`config.mk`:
```
export PLATFORM = sky130hd
export DESIGN_NAME = csk_adder20
export DESIGN_NICKNAME = d
export VERILOG_FILES = /design/src/rtl/csk_pkg.sv /design/src/rtl/csk_pg_cell.sv /design/src/rtl/csk_ripple_seg.sv /design/src/rtl/csk_skip_mux.sv /design/src/rtl/csk_adder20.sv
export SDC_FILE = /design/constraint.sdc
export NUM_CORES = 1
export LEC_CHECK = 0
export BUFFER_PORTS_ARGS = -buffer_cell sky130_fd_sc_hd__clkbuf_2
export CAP_MARGIN = 10
export CORE_MARGIN = 10
export CORE_UTILIZATION = 37
export DETAILED_ROUTE_END_ITERATION = 8
export PLACE_DENSITY = 0.93
export SKIP_LAST_GASP = 1
export SLEW_MARGIN = 20
export SYNTH_ARGS = -nofsm -noshare
export SYNTH_HDL_FRONTEND = slang
export SYNTH_SLANG_ARGS = --single-unit
export TNS_END_PERCENT = 1
```
`constraint.sdc`:
```
create_clock -name vclk -period 8.15
set_input_delay 0 -clock vclk [all_inputs]
set_output_delay 0 -clock vclk [all_outputs]
set_load 0.02 [all_outputs]
```
`src/rtl/csk_pkg.sv`:
```
`timescale 1ns/1ps
package csk_pkg;
  localparam int unsigned NUM_SEG = 5;
  typedef int unsigned seg_w_t [NUM_SEG];
  localparam seg_w_t DEF_SEG_W = '{2, 5, 6, 5, 2};
endpackage

```
`src/rtl/csk_pg_cell.sv`:
```
`timescale 1ns/1ps
module csk_pg_cell (
  input  logic a_i,
  input  logic b_i,
  output logic p_o,
  output logic g_o
);
  assign p_o = a_i ^ b_i;
  assign g_o = a_i & b_i;
endmodule

```
`src/rtl/csk_ripple_seg.sv`:
```
`timescale 1ns/1ps
module csk_ripple_seg #(
  parameter int unsigned W = 4
) (
  input  logic [W-1:0] a_i,
  input  logic [W-1:0] b_i,
  input  logic         c_i,
  output logic [W-1:0] s_o,
  output logic         c_o,
  output logic         gp_o
);
  logic [W-1:0] p, g;

  for (genvar i = 0; i < W; i++) begin : g_pg
    csk_pg_cell u_pg (.a_i(a_i[i]), .b_i(b_i[i]), .p_o(p[i]), .g_o(g[i]));
  end

  always_comb begin
    logic c;
    c = c_i;
    for (int i = 0; i < W; i++) begin
      s_o[i] = p[i] ^ c;
      c      = g[i] | (p[i] & c);
    end
    c_o = c;
  end

  assign gp_o = &p;

  // full-propagate segment: ripple output must already equal carry-in
  always_comb begin
    if (gp_o) begin
      assert_ripple_pass_R5: assert (c_o == c_i);
    end
    // segment sum matches arithmetic over its own bits
    assert_seg_sum_R3: assert (s_o == W'(a_i + b_i + W'(c_i)));
  end
endmodule

```
`src/rtl/csk_skip_mux.sv`:
```
`timescale 1ns/1ps
module csk_skip_mux (
  input  logic c_in_i,
  input  logic c_rip_i,
  input  logic skip_i,
  output logic c_o
);
  assign c_o = skip_i ? c_in_i : c_rip_i;
endmodule

```
`src/rtl/csk_adder20.sv`:
```
`timescale 1ns/1ps
module csk_adder20
  import csk_pkg::*;
#(
  parameter int unsigned WIDTH = 20,
  parameter seg_w_t      SEG_W = DEF_SEG_W
) (
  input  logic [WIDTH-1:0] a_i,
  input  logic [WIDTH-1:0] b_i,
  input  logic             carry_i,
  output logic [WIDTH-1:0] sum_o,
  output logic             carry_o
);
  localparam int unsigned NS = NUM_SEG;

  function automatic int unsigned seg_lo(int unsigned k);
    int unsigned acc;
    acc = 0;
    for (int unsigned j = 0; j < k; j++) acc += SEG_W[j];
    return acc;
  endfunction

  localparam int unsigned TOTAL_W = seg_lo(NS);

  logic seg_c [NS+1];
  assign seg_c[0] = carry_i;

  for (genvar k = 0; k < NS; k++) begin : g_seg
    localparam int unsigned LO = seg_lo(k);
    localparam int unsigned W  = SEG_W[k];
    localparam int unsigned HI = LO + W;

    logic rip_c, gp;

    csk_ripple_seg #(.W(W)) u_seg (
      .a_i (a_i[LO +: W]),
      .b_i (b_i[LO +: W]),
      .c_i (seg_c[k]),
      .s_o (sum_o[LO +: W]),
      .c_o (rip_c),
      .gp_o(gp)
    );

    if (k == 0 || k == NS - 1) begin : g_edge
      // end segments always ripple
      assign seg_c[k+1] = rip_c;
    end else begin : g_mid
      csk_skip_mux u_mux (
        .c_in_i (seg_c[k]),
        .c_rip_i(rip_c),
        .skip_i (gp),
        .c_o    (seg_c[k+1])
      );
    end

    // boundary carry vs. arithmetic on the ports below HI
    always_comb begin
      logic [HI:0] ref_v;
      ref_v = {1'b0, a_i[HI-1:0]} + {1'b0, b_i[HI-1:0]} + (HI+1)'(carry_i);
      assert_seg_carry_R6: assert (seg_c[k+1] == ref_v[HI]);
    end
  end

  assign carry_o = seg_c[NS];

  initial begin
    assert_partition_R4: assert (TOTAL_W == WIDTH);
  end

  always_comb begin
    logic [WIDTH:0] ref_sum;
    ref_sum = {1'b0, a_i} + {1'b0, b_i} + (WIDTH+1)'(carry_i);
    assert_sum_R1:   assert (sum_o == ref_sum[WIDTH-1:0]);
    assert_carry_R2: assert (carry_o == ref_sum[WIDTH]);
  end
endmodule

```
==> results of run 1 <==
==> metrics by stage <==
step | instances | utilization (%) | setup slack [ns] | area (sq um) | hold slack (ns)
5_1_grt | 149 | 59.5 | -0.262 | 1160 | 0.459
3_5_place_dp | 149 | 57.7 | -0.508 | 1120 | 0.417
4_1_cts | 149 | 59.3 | -0.122 | 1150 | 0.419
3_3_place_gp | 149 | 57.7 | -0.311 | 1120 | 0.407
2_1_floorplan | 58 | - | 0.0241 | 761 | 0.247
6_report | 149 | 59.5 | -0.00624 | 1160 | 0.441
==> layout make-up <==
| cell class | count | area [sq um] | area share, % |
|---|---|---|---|
| inverters | 10 | 37.5 | 3.25 |
| well taps | 27 | 33.8 | 2.92 |
| repair buffers | 64 | 328 | 28.4 |
| multi-input cells | 48 | 757 | 65.5 |
==> logic make-up after synthesis <==
| logic type | count (synthesis) | synth area share [%] |
|---|---|---|
| fa+ha+maj | 36 | 80.5 |
| buf+inv | 10 | 5.03 |
| simple gates | 8 | 6.04 |
| compound gates | 3 | 6.38 |
| mux | 1 | 2.01 |
==> power by group through the flow <==
stage	sequential (uW)	combinational [uW]	clock, uW
finish	0	107	0
global route	0	119	0
CTS	0	108	0
detailed placement	0	105	0
global placement	0	101	0
floorplan	0	69.9	0
==> final timing paths <==
kind	startpoint	to	slack [ns]	cells past startpoint
worst max-delay path	a_i[0]	sum_o[19]	-0.006	31
worst min-delay path	b_i[1]	sum_o[1]	0.44	3
==> layout by cell type, fill, tap and decap left out <==
| master | netlist | final |
|---|---|---|
| a21bo_4 | 1 | 1 |
| and4_4 | 1 | 1 |
| clkbuf_4 | 0 | 1 |
| fa_2 | 0 | 17 |
| inv_2 | 0 | 2 |
| buf_4 | 0 | 2 |
| and3_1 | 1 | 1 |
| inv_1 | 10 | 8 |
| nand4_1 | 1 | 1 |
| a31oi_4 | 1 | 1 |
| mux2_4 | 1 | 1 |
| clkbuf_2 | 0 | 61 |
| fa_1 | 20 | 3 |
| nand3_1 | 2 | 2 |
| nor2_1 | 1 | 1 |
| o21ba_4 | 0 | 1 |
| nand2_1 | 2 | 2 |
| ha_1 | 16 | 16 |
==> layer usage <==
layer,global-route usage [%],wire length (um),vias to the layer above
li1,-,-,306
met1,8.42,624,308
met2,20.0,1160,43
met3,6.36,399,0
met4,0,0,0
met5,0,0,-
==> timing repair <==
action,4_1_cts,5_1_grt
endpoints found under the setup margin,3,2
cloned,0,0
pin swaps,1,2
gates resized for setup,11,3
endpoints found under the hold margin,0,0
==> results.cfg, run 1 <==
[power_and_ir_drop]
switching_share_pct = 59.2
power_uw = 107
total_leakage_power_uw = 0.000620
worst_ir_drop_vdd_mv = 0.0511
p_int_uw = 43.6
pwr-share-clk_pct = 0
power.share.combinational_pct = 100.0
p_switching_uw = 63.4
power.sequential.fraction_pct = 0
pwr_density_cell_nw_per_um2 = 92.5

[layout]
nNetsFinal = 201
flow.area_growth_from_synthesis_pct = 55.0
antenna-diode-count = 0
clock_buffer_count = 0
layout-drive-gt1-share_pct = 72.1
register_area_sq_um = 0
numSequentialCells = 0
count_of_fill_cells_added_during_filler_insertion = 189

[timing]
timing.final.crit_share_pct = 100
final_hold_violations = 0
drv_slew = 0
pnr_worst_setup_slack_ns = -0.00624
fin_crit_ns = 8.16
final.setup.tns_ns = -0.00624
slew_headroom_pct = 87.2
rsz0062_at_grt = yes
maxClockFrequency_mhz = 123
final_setup_violation_count = 1
worst_slew_pin_slew_ns = 0.191

[place]
dp_hpwl_um = 2050
portBuffers = 62
finalWeightedCongestion = 0.805

[floorplanning]
die_height_um = 64.9
die_x_um = 64.9
die-area_sq_um = 4210
rows = 16
io_pins = 62
initial_utilization_pct = 38.4
placeableCoreArea_sq_um = 1940

[global_routing]
first_global_vias = 833
grtUsageTotal_pct = 9.94
grt_max_degree = 3
grt_first_pass_wirelength_um = 3540
grt_antenna_before_repair = 0
gr-total-overflow = 0

[route]
detail_route_antenna_nets = 0
drt_iter0_markers = 5
detailroute.via_count = 657
final_routed_wirelength_across_all_metal_layers_um = 2180
drt_pre_antenna_iters = 3
drc_violations_left = 0
wl_per_cell_um = 14.7
avgViaCountPerCell = 4.41

[logic_synthesis]
synth_commonest_cells = fa_1, ha_1, inv_1
synthesis.instances = 58
synth.lib_cells_used.distinct = 13
synth.yosys.seq_area_share_pct = 0
syn_area_sq_um = 746
synth.area.top_cells = fa_1, ha_1, inv_1, a31oi_4, a21bo_4
synth.net_count = 135
synth_largest_area_cell = fa_1
ys.warnings.count = 0
synth.most_common_cell = fa_1
postSynthAreaPerCell_sq_um = 12.9
synth_top_area_share_pct = 53.7

[critical_path]
critical_path.n_buffers_inverters = 6
path_common_cell = fa_2
critical_path_arrival_ns = 8.16
critical_path.max_stage_delay_ns = 0.41
timing.critical_path.to_type = primary output
critical_path_s_top_delay_family = adder cells
cp_data_required_time_ns = 8.15
worstSetupPathType = in2out
worstSetupStartpointType = input port
crit_path_top_delay_cell = fa_1
timing.critical_path.fanout_max = 2

[clocking]
cts.repair_timing.setup_buffer_count = 0
cts-hold-fix-buffers = 0

[min_path]
min_path_type = in2out

[job]
maxCapViolations = 0

[run_status]
violations = negative setup slack
outcome = finished with violations
No activity file was read; power rests on OpenSTA's default activity.
==> inputs of run 2 (changes only) <==
Settings changed: CORE_UTILIZATION 37 to 36, PLACE_DENSITY 0.93 to 0.91.
==> run 2 against run 1 <==
Net effect:
- the run now ends clean
- largest power group unchanged
- largest cell class unchanged
- via count shrank 3.0%
- maximum frequency increased by 0.13%
- final cell count is the same
- clock-buffer cell count unchanged
- cell area fell by 0.22%
- flip-flop and latch count did not move
- wire length shrank 4.0%
- worst hold slack got worse by 0.019 ns
==> results.cfg, run 2 (synthesis results as in run 1) <==
[timing]
slew_headroom_pct = 87.4
timing.final.crit_share_pct = 99.9
final.setup.tns_ns = 0
worst_slew_pin_slew_ns = 0.189
rsz0062_at_grt = yes
fin_crit_ns = 8.15
pnr_worst_setup_slack_ns = 0.00473
final_setup_violation_count = 0
drv_slew = 0
maxClockFrequency_mhz = 123
fin_worst_hold_slack_ns = 0.421
final_hold_violations = 0

[place]
dpl.cell_count = 149
dpl_worst_slack_ns = -0.496
dp_hpwl_um = 2090
finalWeightedCongestion = 0.849
portBuffers = 62

[power_and_ir_drop]
worst_ir_drop_vdd_mv = 0.0458
pwr_density_cell_nw_per_um2 = 91.4
total_leakage_power_uw = 0.000621
power_uw = 105

[floorplanning]
initial_utilization_pct = 38.0
die_x_um = 65.5
placeableCoreArea_sq_um = 1960
die-area_sq_um = 4290
rows = 16
die_height_um = 65.5
io_pins = 62

[critical_path]
critical_path.max_stage_delay_ns = 0.41
timing.critical_path.to_type = primary output
critical_path_arrival_ns = 8.15
crit_path_top_delay_cell = fa_1
timing.critical_path.fanout_max = 2
path_common_cell = fa_2
worstSetupPathType = in2out
worstSetupStartpointType = input port
startpoint = a_i[0]
cp_data_required_time_ns = 8.15

[layout]
layout-drive-gt1-share_pct = 70.5
nNetsFinal = 201
numSequentialCells = 0
count_of_fill_cells_added_during_filler_insertion = 188
flow.area_growth_from_synthesis_pct = 54.7
layout_common_cells = clkbuf_2, fa_2, ha_1
layout.cells.most_common = clkbuf_2
clock_buffer_count = 0
antenna-diode-count = 0
fin_cells = 149
multiInputGateArea_sq_um = 754
register_area_sq_um = 0

[run_status]
outcome = finished, final reports clean

[min_path]
min_path_type = in2out
hold-path-endpoint = sum_o[17]
worstHoldStart = b_i[17]
holdPathStages = 3

[global_routing]
first_global_vias = 802
grt_first_pass_wirelength_um = 3340
gr-total-overflow = 0
grt_max_degree = 3
grt_antenna_before_repair = 0
grtUsageTotal_pct = 9.24

[route]
drc_violations_left = 0
detail_route_antenna_nets = 0
final_routed_wirelength_across_all_metal_layers_um = 2100
avgViaCountPerCell = 4.28
detailroute.via_count = 637
drt_pre_antenna_iters = 3
drt_iter0_markers = 20
wl_per_cell_um = 14.1

[clocking]
cts.repair_timing.setup_buffer_count = 0
cts-hold-fix-buffers = 0

[job]
maxCapViolations = 0
==> run 2: cell counts in the layout (fill, tap and decap cells not counted) <==
Identical to the previous run, type by type.
==> run 2: timing repair <==
| action | CTS | global route |
|---|---|---|
| cloned | 0 | 0 |
| endpoints found under the setup margin | 3 | 1 |
| pin swaps | 0 | 1 |
| resized for setup | 11 | 1 |
==> run 2: how the worst max path moves through the flow <==
stage,slack [ns],cells after the start,endpoint
after floorplan,0.02,29,sum_o[19]
after global placement,-0.30,31,sum_o[19]
after detailed placement,-0.50,31,sum_o[19]
after CTS,-0.07,31,sum_o[19]
after global routing,-0.24,31,sum_o[19]
final,0.005,31,sum_o[19]
==> run 2: worst max-delay path: cells and delay by family <==
kind,cells,cell delay [ns]
AOI/OAI and AO/OA,3,0.47
adders and majority gates,20,6.85
buffers and inverters,6,0.49
muxes,1,0.27
and+or+nand+nor,1,0.07
==> run 2: area by class of cell <==
class / instances / area share, %
inverters: 10 / 3.25
well taps: 27 / 2.93
repair buffers: 64 / 28.4
multi-input cells: 48 / 65.4
==> run 2: metrics by stage <==
| stage | utilization [%] | area, sq um |
|---|---|---|
| finish | 58.8 | 1150 |
| global route | 58.8 | 1150 |
| CTS | 58.7 | 1150 |
| detailed placement | 57.1 | 1120 |
| global placement | 57.1 | 1120 |
| floorplan | - | 761 |
==> run 2: per-layer routing <==
layer  vias up  global-route usage [%]  wire length, um
met3         0                    3.05              229
met1       298                    8.37              660
li1        305                       -                -
met2        34                    19.9             1210
met5         -                       0                0
met4         0                       0                0
==> run 2: where the power goes <==
part           switching, uW  internal, uW  leakage, uW
combinational           62.3          43.0     0.000621
sequential                 0             0            0
clock                      0             0            0
total                   62.3          43.0     0.000621
